[src/rtl/xlat_norm2sys.sv]
module xlat_norm2sys #(
  parameter int AW = 64,
  parameter int RW = 32
) (
  input  logic          clk,
  input  logic          rst_n,
  input  logic          start,
  input  logic [AW-1:0] norm_addr,
  input  logic [RW-1:0] hi_off,
  input  logic [RW-1:0] base0,
  input  logic [RW-1:0] limit0,
  input  logic [RW-1:0] base1,
  input  logic [RW-1:0] limit1,
  input  logic [RW-1:0] fab_id,
  input  logic [RW-1:0] id_mask,
  input  logic [RW-1:0] hole_base,
  output logic          done,
  output logic          err,
  output logic [AW-1:0] sys_addr
);

  localparam logic [AW-1:0] ONE = {{(AW-1){1'b0}}, 1'b1};
  localparam logic [AW-1:0] FOUR_G = ONE << 32;

  typedef enum logic [2:0] {S_IDLE, S_SEL, S_MAP, S_HOLE, S_FIN} st_t;
  st_t st;

  logic [AW-1:0] na_r, a_r, lim_r;
  logic [RW-1:0] hi_r, b0_r, l0_r, b1_r, l1_r, fab_r, msk_r, hole_r, bw_r, lw_r;
  logic          bad_r, hole_en_r, hash_r;
  logic [3:0]    ipos_r;
  logic [7:0]    cs_r;
  logic [2:0]    sel_r;

  logic [AW-1:0] off_val;
  logic          use_hi;
  assign off_val = {{(AW-40){1'b0}}, hi_r[31:20], 28'd0};
  assign use_hi  = hi_r[0] && (na_r >= off_val);

  logic [2:0] ch_log;
  logic       hash_on, enc_bad;
  always_comb begin
    ch_log  = 3'd0;
    hash_on = 1'b0;
    enc_bad = 1'b0;
    case (bw_r[7:4])
      4'd0: ch_log = 3'd0;
      4'd1: ch_log = 3'd1;
      4'd3: ch_log = 3'd2;
      4'd5: ch_log = 3'd3;
      4'd7: ch_log = 3'd4;
      4'd8: begin ch_log = 3'd1; hash_on = 1'b1; end
      default: enc_bad = 1'b1;
    endcase
  end

  logic [1:0] dies;
  logic       sock;
  logic [2:0] sel;
  logic [3:0] nbits, sock_pos, ipos;
  logic       dec_bad;
  assign dies     = lw_r[11:10];
  assign sock     = lw_r[8];
  assign sel      = bw_r[10:8];
  assign nbits    = {1'b0, ch_log} + {2'b00, dies} + {3'b000, sock};
  assign sock_pos = {1'b0, ch_log} + {2'b00, dies};
  assign ipos     = 4'd8 + {2'b00, sel[1:0]};
  assign dec_bad  = !bw_r[0] || (sel > 3'd3) || enc_bad || (dies > 2'd2) || (nbits > 4'd4);

  logic [7:0] fid, ch_mask, ch_part, die_part, sock_part, cs_id;
  assign fid       = fab_r[15:8];
  assign ch_mask   = (8'd1 << ch_log) - 8'd1;
  assign ch_part   = fid & ch_mask;
  assign die_part  = (dies != 2'd0) ? (((fid & msk_r[15:8]) >> msk_r[27:24]) << ch_log) : 8'd0;
  assign sock_part = sock ? (((fid & msk_r[23:16]) >> msk_r[31:28]) << sock_pos) : 8'd0;
  assign cs_id     = ch_part | die_part | sock_part;

  logic [AW-1:0] low_m, ins_addr, base_addr, lim_addr;
  assign low_m     = (ONE << ipos) - ONE;
  assign ins_addr  = (nbits == 4'd0) ? a_r :
                     (((a_r & ~low_m) << nbits) | ({{(AW-8){1'b0}}, cs_id} << ipos) | (a_r & low_m));
  assign base_addr = {{(AW-48){1'b0}}, bw_r[31:12], 28'd0};
  assign lim_addr  = {{(AW-48){1'b0}}, lw_r[31:12], 28'hFFF_FFFF};

  logic [AW-1:0] hole_b;
  assign hole_b = {{(AW-32){1'b0}}, hole_r[31:24], 24'd0};

  logic          hbit, fin_bad;
  logic [AW-1:0] fin_addr;
  assign hbit     = a_r[12] ^ a_r[18] ^ a_r[21] ^ a_r[30] ^ cs_r[0];
  assign fin_addr = (hash_r && (hbit != a_r[ipos_r])) ? (a_r ^ (ONE << ipos_r)) : a_r;
  assign fin_bad  = bad_r || (fin_addr > lim_r);

  logic unused_bits;
  assign unused_bits = ^{hi_r[19:1], bw_r[11], bw_r[3:2], lw_r[9], lw_r[7:0],
                         fab_r[31:16], fab_r[7:0], msk_r[7:0], hole_r[23:0]};

  always_ff @(posedge clk or negedge rst_n) begin
    if (!rst_n) begin
      st        <= S_IDLE;
      done      <= 1'b0;
      err       <= 1'b0;
      sys_addr  <= '0;
      na_r      <= '0;
      a_r       <= '0;
      lim_r     <= '0;
      hi_r      <= '0;
      b0_r      <= '0;
      l0_r      <= '0;
      b1_r      <= '0;
      l1_r      <= '0;
      fab_r     <= '0;
      msk_r     <= '0;
      hole_r    <= '0;
      bw_r      <= '0;
      lw_r      <= '0;
      bad_r     <= 1'b0;
      hole_en_r <= 1'b0;
      hash_r    <= 1'b0;
      ipos_r    <= 4'd8;
      cs_r      <= '0;
      sel_r     <= '0;
    end else begin
      done <= 1'b0;
      case (st)
        S_IDLE: if (start) begin
          na_r   <= norm_addr;
          hi_r   <= hi_off;
          b0_r   <= base0;
          l0_r   <= limit0;
          b1_r   <= base1;
          l1_r   <= limit1;
          fab_r  <= fab_id;
          msk_r  <= id_mask;
          hole_r <= hole_base;
          st     <= S_SEL;
        end
        S_SEL: begin
          a_r  <= use_hi ? (na_r - off_val) : na_r;
          bw_r <= use_hi ? b1_r : b0_r;
          lw_r <= use_hi ? l1_r : l0_r;
          st   <= S_MAP;
        end
        S_MAP: begin
          a_r       <= ins_addr + base_addr;
          bad_r     <= dec_bad;
          hole_en_r <= bw_r[1];
          hash_r    <= hash_on;
          ipos_r    <= ipos;
          cs_r      <= cs_id;
          sel_r     <= sel;
          lim_r     <= lim_addr;
          st        <= S_HOLE;
        end
        S_HOLE: begin
          if (hole_en_r && (a_r >= hole_b))
            a_r <= a_r + (FOUR_G - hole_b);
          st <= S_FIN;
        end
        S_FIN: begin
          done <= 1'b1;
          err  <= fin_bad;
          if (!fin_bad) sys_addr <= fin_addr;
          st   <= S_IDLE;
        end
        default: st <= S_IDLE;
      endcase
    end
  end


  done_pulse_chk: assert property (@(posedge clk) disable iff (!rst_n)
    done |=> !done);


  addr_hold_chk: assert property (@(posedge clk) disable iff (!rst_n)
    !$stable(sys_addr) |-> (done && !err));


  err_hold_chk: assert property (@(posedge clk) disable iff (!rst_n)
    !done |-> $stable(err));


  under_limit_chk: assert property (@(posedge clk) disable iff (!rst_n)
    (done && !err) |-> (sys_addr <= lim_r));


  sel_range_chk: assert property (@(posedge clk) disable iff (!rst_n)
    (done && (sel_r > 3'd3)) |-> err);

endmodule

[config.mk]
export PLATFORM = sky130hd
export DESIGN_NAME = xlat_norm2sys
export DESIGN_NICKNAME = d
export VERILOG_FILES = /design/src/rtl/xlat_norm2sys.sv
export SDC_FILE = /design/constraint.sdc
export NUM_CORES = 1
export LEC_CHECK = 0
export ABC_CLOCK_PERIOD_IN_PS = 21700
export BUFFER_PORTS_ARGS = -buffer_cell sky130_fd_sc_hd__buf_2
export CAP_MARGIN = 20
export CORE_MARGIN = 2
export CORE_UTILIZATION = 50
export CTS_BUF_LIST = sky130_fd_sc_hd__clkbuf_8
export CTS_CLUSTER_DIAMETER = 50
export DETAILED_ROUTE_END_ITERATION = 7
export PLACE_DENSITY = 0.71
export SETUP_SLACK_MARGIN = 0.5
export SLEW_MARGIN = 20
export SYNTH_ARGS = -nofsm -noshare
export SYNTH_HDL_FRONTEND = slang
export SYNTH_SLANG_ARGS = --single-unit
[constraint.sdc]
create_clock -name clk -period 21.7 [get_ports clk]
set_input_delay 3.255 -clock clk [delete_from_list [all_inputs] [get_ports clk]]
set_output_delay 3.255 -clock clk [all_outputs]
set_load 0.01 [all_outputs]
# Word level (Yosys, flattened, before mapping)
# Cells that the tools add are included.
[word_totals]
ff_bits = 557
[classes]
n_eq_ne = 12
mux = 17
n_lt_le_gt_ge = 7
n_shift = 9
bitwise = 16
n_addsub = 9
reduce_logical = 19
[op_table]
columns = ["op", "n"]
rows = [
  ["$mux W64", 4],
  ["$pmux W64 S3", 1],
  ["$and A64 B64 Y64", 2],
  ["$or A64 B64 Y64", 2],
  ["$shl A1 B4 Y64 const A", 2],
  ["$add A64 B48 Y64", 1],
  ["$add A64 B64 Y64", 1],
  ["$ge A64 B32 Y1", 1],
  ["$ge A64 B40 Y1", 1],
  ["$gt A64 B48 Y1", 1],
  ["$mux W32", 2],
  ["$not A64 Y64", 1],
  ["$shl A64 B4 Y64", 1],
  ["$shl A8 B4 Y64", 1],
  ["$sub A64 B1 Y64 const B", 1],
  ["$sub A64 B40 Y64", 1],
  ["$xor A64 B64 Y64", 1],
  ["$sub A33 B32 Y34 const A", 1],
  ["$and A8 B8 Y8", 3],
  ["$pmux W3 S4", 2],
  ["$mux W8", 2],
  ["$or A8 B8 Y8", 2],
  ["$shr A8 B4 Y8", 2],
  ["$eq A4 B3 Y1 const B", 2],
  ["other kinds (34)", 51],
]

# Longest topological paths before layout
# Gate-level depths: netlist of run 1.
[depth]
ltp_word = 14
mapped_depth = 30
depth_no_buf = 24

# Least setup slack after synthesis of run 1
# Ideal clock, no wire load.
[synth_path]
path_kind = "register to register"
startpoint = "reg bw_r[4]"
endpoint = "reg a_r[58]"
arrival_time_ns = 6.833
stages_incl_launch_ff = 28
path_slack_ns = 14.743
n_path_buf = 5
setup_ns = 0.124
t_required_ns = 21.576
period_less_slack_ns = 6.957
path_cell_list = "dfrtp_1 -> and2b_1 -> o21bai_1 -> clkinv_1 -> ha_1 -> fa_1 -> ha_1 -> buf_6 -> xnor2_2 -> xnor2_2 -> buf_6 -> buf_6 -> clkbuf_1 -> clkbuf_1 -> mux2i_1 -> mux2i_1 -> o21ai_0 -> ha_1 -> fa_1 -> a21o_1 -> nand4_1 -> nand3_1 -> a21oi_1 -> nor2_1 -> a211oi_1 -> nor4_1 -> xor2_1 -> a211o_1"
[synth_between]
elab_chain_len = 14
[synth_rtl]
columns = ["item", "line_no", "text"]
rows = [
  ["start, declared", "29", "logic [RW-1:0] hi_r, b0_r, l0_r, b1_r, l1_r, fab_r, msk_r, hole_r, bw_r, lw_r;"],
  ["start signal, assigned", "140", "bw_r <= use_hi ? b1_r : b0_r;"],
  ["$eq A4 B4 Y1 or $eq A4 B1 Y1 (tied branches)", "46", "case (bw_r[7:4])"],
  ["$reduce_or A2 Y1 (no source line)", "n/a", ""],
  ["$pmux W3 S4 (*)", "46", ""],
  ["$shl A1 B3 Y8", "72", "assign ch_mask = (8'd1 << ch_log) - 8'd1;"],
  ["$sub A8 B1 Y8", "72", ""],
  ["$and A8 B8 Y8", "73", "assign ch_part = fid & ch_mask;"],
  ["$or A8 B8 Y8 (2 in a row)", "76", "assign cs_id = ch_part | die_part | sock_part;"],
  ["$shl A8 B4 Y64", "81", "(((a_r & ~low_m) << nbits) | ({{(AW-8){1'b0}}, cs_id} << ipos) | (a_r & low_m));"],
  ["$or A64 B64 Y64 (2 in a row)", "81", ""],
  ["$mux W64 (*)", "80", "assign ins_addr = (nbits == 4'd0) ? a_r :"],
  ["$add A64 B48 Y64 (*)", "145", "a_r <= ins_addr + base_addr;"],
  ["$pmux W64 S3 (*)", "125", "case (st)"],
  ["end signal, assigned", "139", "a_r <= use_hi ? (na_r - off_val) : na_r;"],
  ["end signal, assigned", "145", ""],
  ["end signal, assigned", "157", "a_r <= a_r + (FOUR_G - hole_b);"],
  ["end, declared", "28", "logic [AW-1:0] na_r, a_r, lim_r;"],
]
# Every way passes the cells marked *; elsewhere a longest branch is shown, timed or not.
# A chain may end at the register's enable or synchronous reset.

# Final worst setup path of run 1
[layout_path]
startpoint = "reg bw_r[4]"
endpoint = "reg a_r[63]"
# The elaborated chain is that of the path after synthesis.

==> metrics.md, run 1 <==
| Metric | Value |
|---|---|
| Status | `finished clean` |
| Post-cts gate resize count | `0` |
| Hold Fails Final Rpt | `0` |
| Asr flop ratio synth | `1.00` |
| Vias in the first global route | `~23000` |
| TritonRoute pass-1 iters | `8` |
| Avg Cell Area, Syn | `around 10 um2` |
| I/O Pins | `between 300 and 400` |
| CTS HTree Levels | `3` |
| Synth area leaders | `dfrtp_1, mux2_2, mux2i_1, ha_1, nand2_1` |
| Num CTS Buffers | `80` |
| CTS tree | `yes` |
| Post-DRT Antenna Nets | `0` |
| Endpoints failing setup | `0` |
| Fin nets | `3449` |
| Post-route clock period utilization | `0.387` |
| RePlAce Congestion | `1.01` |
| Gr usage total | `0.301` |
| Max_cap viols | `0` |
| DR vias/cell | `a little over 6` |
| Fmax | `approximately 120 MHz` |
| Synth top area share | `0.399` |
| Post-Syn Nets | `between 3000 and 4000` |
| IO buf count | `289` |
| Pins Over Slew Limit | `0` |
| Initial antenna violation count | `9` |
| Routed vias | `between 20000 and 25000` |
| Worst-Margin Slew | `1.16 ns` |
| CP Capture Type | `flip-flop` |
| Commonest non-fill, non-tap cells in the layout | `dfrtp_1, nand2_1, buf_2` |
| Die Area | `56200 um2` |
| RSZ-0062 raised after global routing | `no` |
| Clock Tree Root | `clkbuf_8` |
| Worst-Skew Late Latency | `0.70 ns` |
| EDFF count, synth | `0` |
| Core Box Area | `53800 um2` |
| Critical Path RT | `about 22 ns` |
| Drt first-iter violations | `about 2400` |
| TNS Setup | `0 ns` |
| Row count | `85` |
| Final Critical Period | `between 8 and 9 ns` |
| Syn. warnings | `0` |
| Die W | `237 um` |
| Post-Syn Instances | `approximately 2800` |
| Ys flop type | `dfrtp_1` |
| Grt total ovfl | `0` |
| Setup fix buffers added after clock tree synthesis | `0` |
| Arr. time, crit path | `roughly 9.0 ns` |
| Final Instance Count excl. Fillers | `between 3000 and 4000` |
| Placed cell count | `between 3000 and 4000` |
| Layout cell share with drive strength beyond 1 | `0.250` |
| Number of remaining DRC errors | `0` |
| Mapped Area | `roughly 27000 um2` |
| Die Y | `237 um` |
| Critical path class | `reg2reg` |
| Reg2Reg Setup Slack | `13.30 ns` |
| DRT Wirelength | `about 85 mm` |
| Clock skew | `between 0.04 and 0.05 ns` |
| Synth-to-Final Area Change | `13.7%` |
| Synth area leader | `dfrtp_1` |
| Worst setup SP type | `flip-flop` |
| Clock Pin Slew Worst Setup and Hold Paths | `0.06 ns` |
| Synth cell types | `91` |
| Flops & latches, synth | `433` |
| DR WL/cell | `approximately 23 um` |
| Maximum root-to-sink buffer count | `3` |
| Critical Path Fanout Max | `36` |
| Final HPWL DP | `62.4 mm` |
| Global-route wire length before repair | `132 mm` |
| Clock Sinks | `about 430` |
| Commonest non-fill, non-tap cell in the layout | `dfrtp_1` |
| CTS Hold Bufs | `0` |
| Worst hold path type | `reg2reg` |
| Initial Utilization | `0.505` |
| Sequential element share of the synthesized area | `0.399` |
| Relative slew margins | `0.216` |
| Pin count of the biggest net entering global routing | `168` |
-- stage by stage --
step	utilization	worst slack [ns]	instance area (um2)	hold WS, ns
after global placement	0.541	13.20	29100	0.458
after detailed placement	0.541	13.02	29100	0.458
final	0.574	13.30	30900	0.470
after CTS	0.573	12.96	30900	0.482
after global routing	0.574	12.83	30900	0.486
after floorplan	-	14.74	27200	0.439
-- layout make-up --
| type | count | area [um2] |
|---|---|---|
| Fill cell | 4664 | 22900 |
| Multi-Input combinational cell | 2092 | 15300 |
| Sequential cell | 433 | 10800 |
| Timing Repair Buffer | 327 | 1780 |
| Clock buffer | 105 | 1450 |
| Tap cell | 696 | 871 |
| Inverter | 83 | 312 |
| Clock inverter | 34 | 305 |
| Antenna cell | 3 | 7.51 |
-- registers in the layout (all words and copies together), names as in the netlist, 2 cells and up --
signal    flops
fab_r         8
b0_r         29
sys_addr     64
ipos_r        2
l0_r         23
hole_r        8
hi_r         13
lw_r         23
na_r         64
msk_r        24
bw_r         29
st            3
l1_r         23
b1_r         29
lim_r        21
a_r          64
-- kinds of logic after synthesis --
kind of cell             after synthesis  synth area share
multiplexers                         412             0.176
flip-flops                           433             0.399
AND/OR/NAND/NOR                      837             0.151
AO/OA/AOI/OAI                        648             0.156
buffers and inverters                256            0.0390
XOR/XNOR                              86            0.0283
adder cells (fa/ha/maj)              109            0.0513
-- final timing paths --
check,from,endpoint,cells past startpoint
min reg2reg,bw_r[1],hole_en_r,2
max reg2reg,bw_r[4],a_r[63],23
min in group asynchronous,rst_n,sys_addr[52],1
max in group asynchronous,rst_n,b1_r[16],4
min,bw_r[1],hole_en_r,2
max,bw_r[4],a_r[63],23
-- critical path, stage by stage, from the launching register on --
cell	delay (ns)
dfrtp_1	0.47
and2b_1	0.25
o21bai_1	0.66
clkinv_1	0.48
ha_1	0.38
fa_1	0.84
ha_1	0.32
buf_4	0.28
inv_1	0.73
buf_4	0.50
mux4_2	0.38
nor2_1	0.10
a21oi_1	0.06
o21ai_0	0.51
ha_1	0.42
a21o_1	0.21
a21o_1	0.17
a21o_1	0.20
o21bai_1	0.14
nand3_1	0.29
nand4b_4	0.26
nor4_1	0.08
or4_1	0.41
nand3_1	0.11
-- cells in the mapped netlist (27+ instances only) --
| cell type | count |
|---|---|
| clkbuf_1 | 119 |
| nor2_1 | 123 |
| nor3_1 | 42 |
| o21ai_0 | 236 |
| nor2b_1 | 37 |
| a21oi_1 | 93 |
| nor4_1 | 39 |
| mux2_2 | 250 |
| ha_1 | 105 |
| a21o_1 | 39 |
| mux2i_1 | 134 |
| a31oi_1 | 34 |
| nand2_1 | 349 |
| xor2_1 | 27 |
| dfrtp_1 | 433 |
| nand4_1 | 34 |
| inv_1 | 80 |
| and2_1 | 32 |
| nand3_1 | 60 |
| mux4_2 | 28 |
| xnor2_1 | 57 |
-- layer usage --
layer | vias up | routed length (um) | global-route usage
met5 | - | 57 | 0
met4 | 10 | 4070 | 0.142
met3 | 242 | 7020 | 0.0639
met2 | 1037 | 38400 | 0.467
met1 | 11300 | 35700 | 0.405
li1 | 10700 | - | -
Power of run 1 is left out: the tool's default activity adds up to more than one toggle a clock period on the data nets, which glitch-free logic cannot reach.
==> run 2, diff against run 1 <==
- ABC_AREA: not set -> 1
- ABC_CLOCK_PERIOD_IN_PS: 21700 -> 7910
- clock period: 21.7 -> 7.91 ns (I/O delays scaled with it)
==> metrics.md, run 2 <==
| Metric | Value |
|---|---|
| Critical path class | `reg2reg` |
| Post-DRT Antenna Nets | `0` |
| Syn. warnings | `0` |
| CTS HTree Levels | `3` |
| Post-cts gate resize count | `0` |
| Status | `finished clean` |
| Row count | `slightly below 90` |
| CP max stage delay | `between 0.6 and 0.7 ns` |
| Die Area | `58400 um2` |
| Synth top area share | `0.383` |
| Clock Tree Root | `clkbuf_8` |
| Fin nets | `between 4000 and 5000` |
| Worst Hold End | `lim_r[42]` |
| Drt first-iter violations | `about 2700` |
| DR vias/cell | `roughly 5.6` |
| R2R depth | `25` |
| Mapped Area | `approximately 28000 um2` |
| Number of remaining DRC errors | `0` |
| Core Box Area | `roughly 56000 um2` |
| Clock Sinks | `between 400 and 500` |
| Asr flop ratio synth | `1.00` |
| Hold Startpoint | `lw_r[26]` |
| Layout cell share with drive strength beyond 1 | `0.159` |
| Num CTS Buffers | `80` |
| Avg Cell Area, Syn | `7.26 um2` |
| Fmax | `143 MHz` |
| Relative slew margins | `0.236` |
| Pins Over Slew Limit | `0` |
| Worst-Margin Slew | `~1.1 ns` |
| Die Y | `242 um` |
| RePlAce Congestion | `1.00` |
| TNS Setup | `0 ns` |
| Biggest registers after layout | `a_r: 64 flops, na_r: 64 flops, sys_addr: 64 flops` |
| CTS Hold Bufs | `0` |
| Arr. time, crit path | `roughly 7.6 ns` |
| Final HPWL DP | `slightly below 70 mm` |
| Synth cell types | `58` |
| Worst Hold Depth | `2` |
| Final Critical Period | `between 6 and 7 ns` |
| Ys flop type | `dfrtp_1` |
| Worst hold path type | `reg2reg` |
| Reg2Reg Setup Slack | `0.91 ns` |
| Initial Utilization | `0.503` |
| EDFF count, synth | `0` |
| Sequential element share of the synthesized area | `0.383` |
| Crit path buffers/inverters | `5` |
| Max_cap viols | `0` |
| Initial antenna violation count | `1` |
| Critical Path Fanout Max | `25` |
| Flops & latches, synth | `~430` |
| Clock skew | `around 0.07 ns` |
| Die W | `about 240 um` |
| Maximum root-to-sink buffer count | `3` |
| R2R Path End | `a_r[48]` |
| Setup fix buffers added after clock tree synthesis | `0` |
| Top-count cell post-synth | `nand2_1` |
| CP max stage cell | `fa_1` |
| Vias in the first global route | `25600` |
| Routed vias | `27400` |
| Synth area leaders | `dfrtp_1, nand2_1, o21ai_0, nor2_1, nand3_1` |
| Post-Syn Nets | `around 4300` |
| Worst-Skew Late Latency | `between 0.7 and 0.8 ns` |
| Top Family by Delay on Critical Path | `compound AO/OA/AOI/OAI gates` |
| Synth area leader | `dfrtp_1` |
| TritonRoute pass-1 iters | `6` |
| IO buf count | `slightly below 300` |
| DR WL/cell | `approximately 19 um` |
| I/O Pins | `roughly 390` |
| Worst setup SP type | `flip-flop` |
| Gr usage total | `0.312` |
| Global-route wire length before repair | `145 mm` |
| CP Capture Type | `flip-flop` |
| Grt total ovfl | `0` |
| Post-Syn Instances | `between 3000 and 4000` |
| DRT Wirelength | `slightly above 90 mm` |
| Clock Pin Slew Worst Setup and Hold Paths | `about 0.06 ns` |
| Hold Fails Final Rpt | `0` |
| Reg-to-Reg Start | `bw_r[7]` |
| Post-route clock period utilization | `0.885` |
| CTS tree | `yes` |
| Post-synth top cells | `nand2_1, dfrtp_1, nor2_1` |
| Critical Path RT | `roughly 8.5 ns` |
| Synth-to-Final Area Change | `12.6%` |
| RSZ-0062 raised after global routing | `no` |
| # fillers | `between 5000 and 6000` |
| Pin count of the biggest net entering global routing | `roughly 150` |
| Endpoints failing setup | `0` |
| Commonest non-fill, non-tap cells in the layout | `nand2_1, dfrtp_1, nor2_1` |
| CP most frequent cell | `nand2_1` |
| Commonest non-fill, non-tap cell in the layout | `nand2_1` |
==> run 2: cell count changes in the layout (fill, tap and decap cells not counted), moves of 87 or more <==
cell     delta
a21oi_1   +171
inv_1     +288
nand2_1   +623
mux2_2    -134
mux2i_1   -125
nand3_1   +230
nor2_1    +304
o21ai_0    +87
==> run 2: area by class of cell <==
class,count,area [um2],area share
inverters,383,1450,0.0454
well taps,756,946,0.0297
repair buffers,317,1700,0.0535
clock buffers,99,1360,0.0428
flip-flops and latches,433,10800,0.340
clock inverters,42,370,0.0116
repair inverters,1,5.00,0.000157
multi-input cells,2893,15200,0.476
diodes,1,2.50,0.0000786
==> run 2: worst min-delay path: stages (launching register included) <==
cell,delay [ns]
dfrtp_1,0.34
nand2_1,0.05
o21ai_0,0.06
==> run 2: stage by stage <==
step / instance area, um2 / instances / setup slack (ns) / utilization / hold slack (ns)
6_report: 31800 / 4925 / 0.913 / 0.567 / 0.461
4_1_cts: 31800 / 4922 / 1.10 / 0.566 / 0.474
3_5_place_dp: 30100 / 4781 / 1.16 / 0.535 / 0.464
5_1_grt: 31800 / 4925 / 0.507 / 0.567 / 0.492
3_3_place_gp: 30100 / 4781 / 1.23 / 0.535 / 0.460
2_1_floorplan: 28300 / 3891 / 2.87 / - / 0.447
==> run 2: kinds of logic after synthesis <==
logic type               share of synthesized area
flip-flops                                   0.383
buffers and inverters                       0.0810
multiplexers                                0.0494
AO/OA/AOI/OAI                                0.142
adder cells (fa/ha/maj)                     0.0493
AND/OR/NAND/NOR                              0.283
XOR/XNOR                                    0.0121
==> run 2: layer usage <==
| metal | wire length, um | share of wire | up-vias | track usage |
|---|---|---|---|---|
| li1 | - | - | 13300 | - |
| met1 | 41500 | 0.45 | 12800 | 0.465 |
| met2 | 39600 | 0.43 | 1149 | 0.465 |
| met3 | 8290 | 0.090 | 139 | 0.0582 |
| met4 | 2250 | 0.025 | 0 | 0.0842 |
| met5 | 0 | 0 | - | 0 |
==> run 2: worst max-delay path by stage <==
stage          startpoint  endpoint  slack [ns]  cells after the start
2_1_floorplan     bw_r[5]   a_r[46]        2.87                     31
3_3_place_gp      bw_r[4]   a_r[48]        1.23                     22
3_5_place_dp      bw_r[4]   a_r[48]        1.16                     22
4_1_cts           bw_r[7]   a_r[48]        1.10                     23
5_1_grt           bw_r[7]   a_r[48]        0.51                     26
6_report          bw_r[7]   a_r[48]        0.91                     25
Power of run 2 is left out for the same reason.
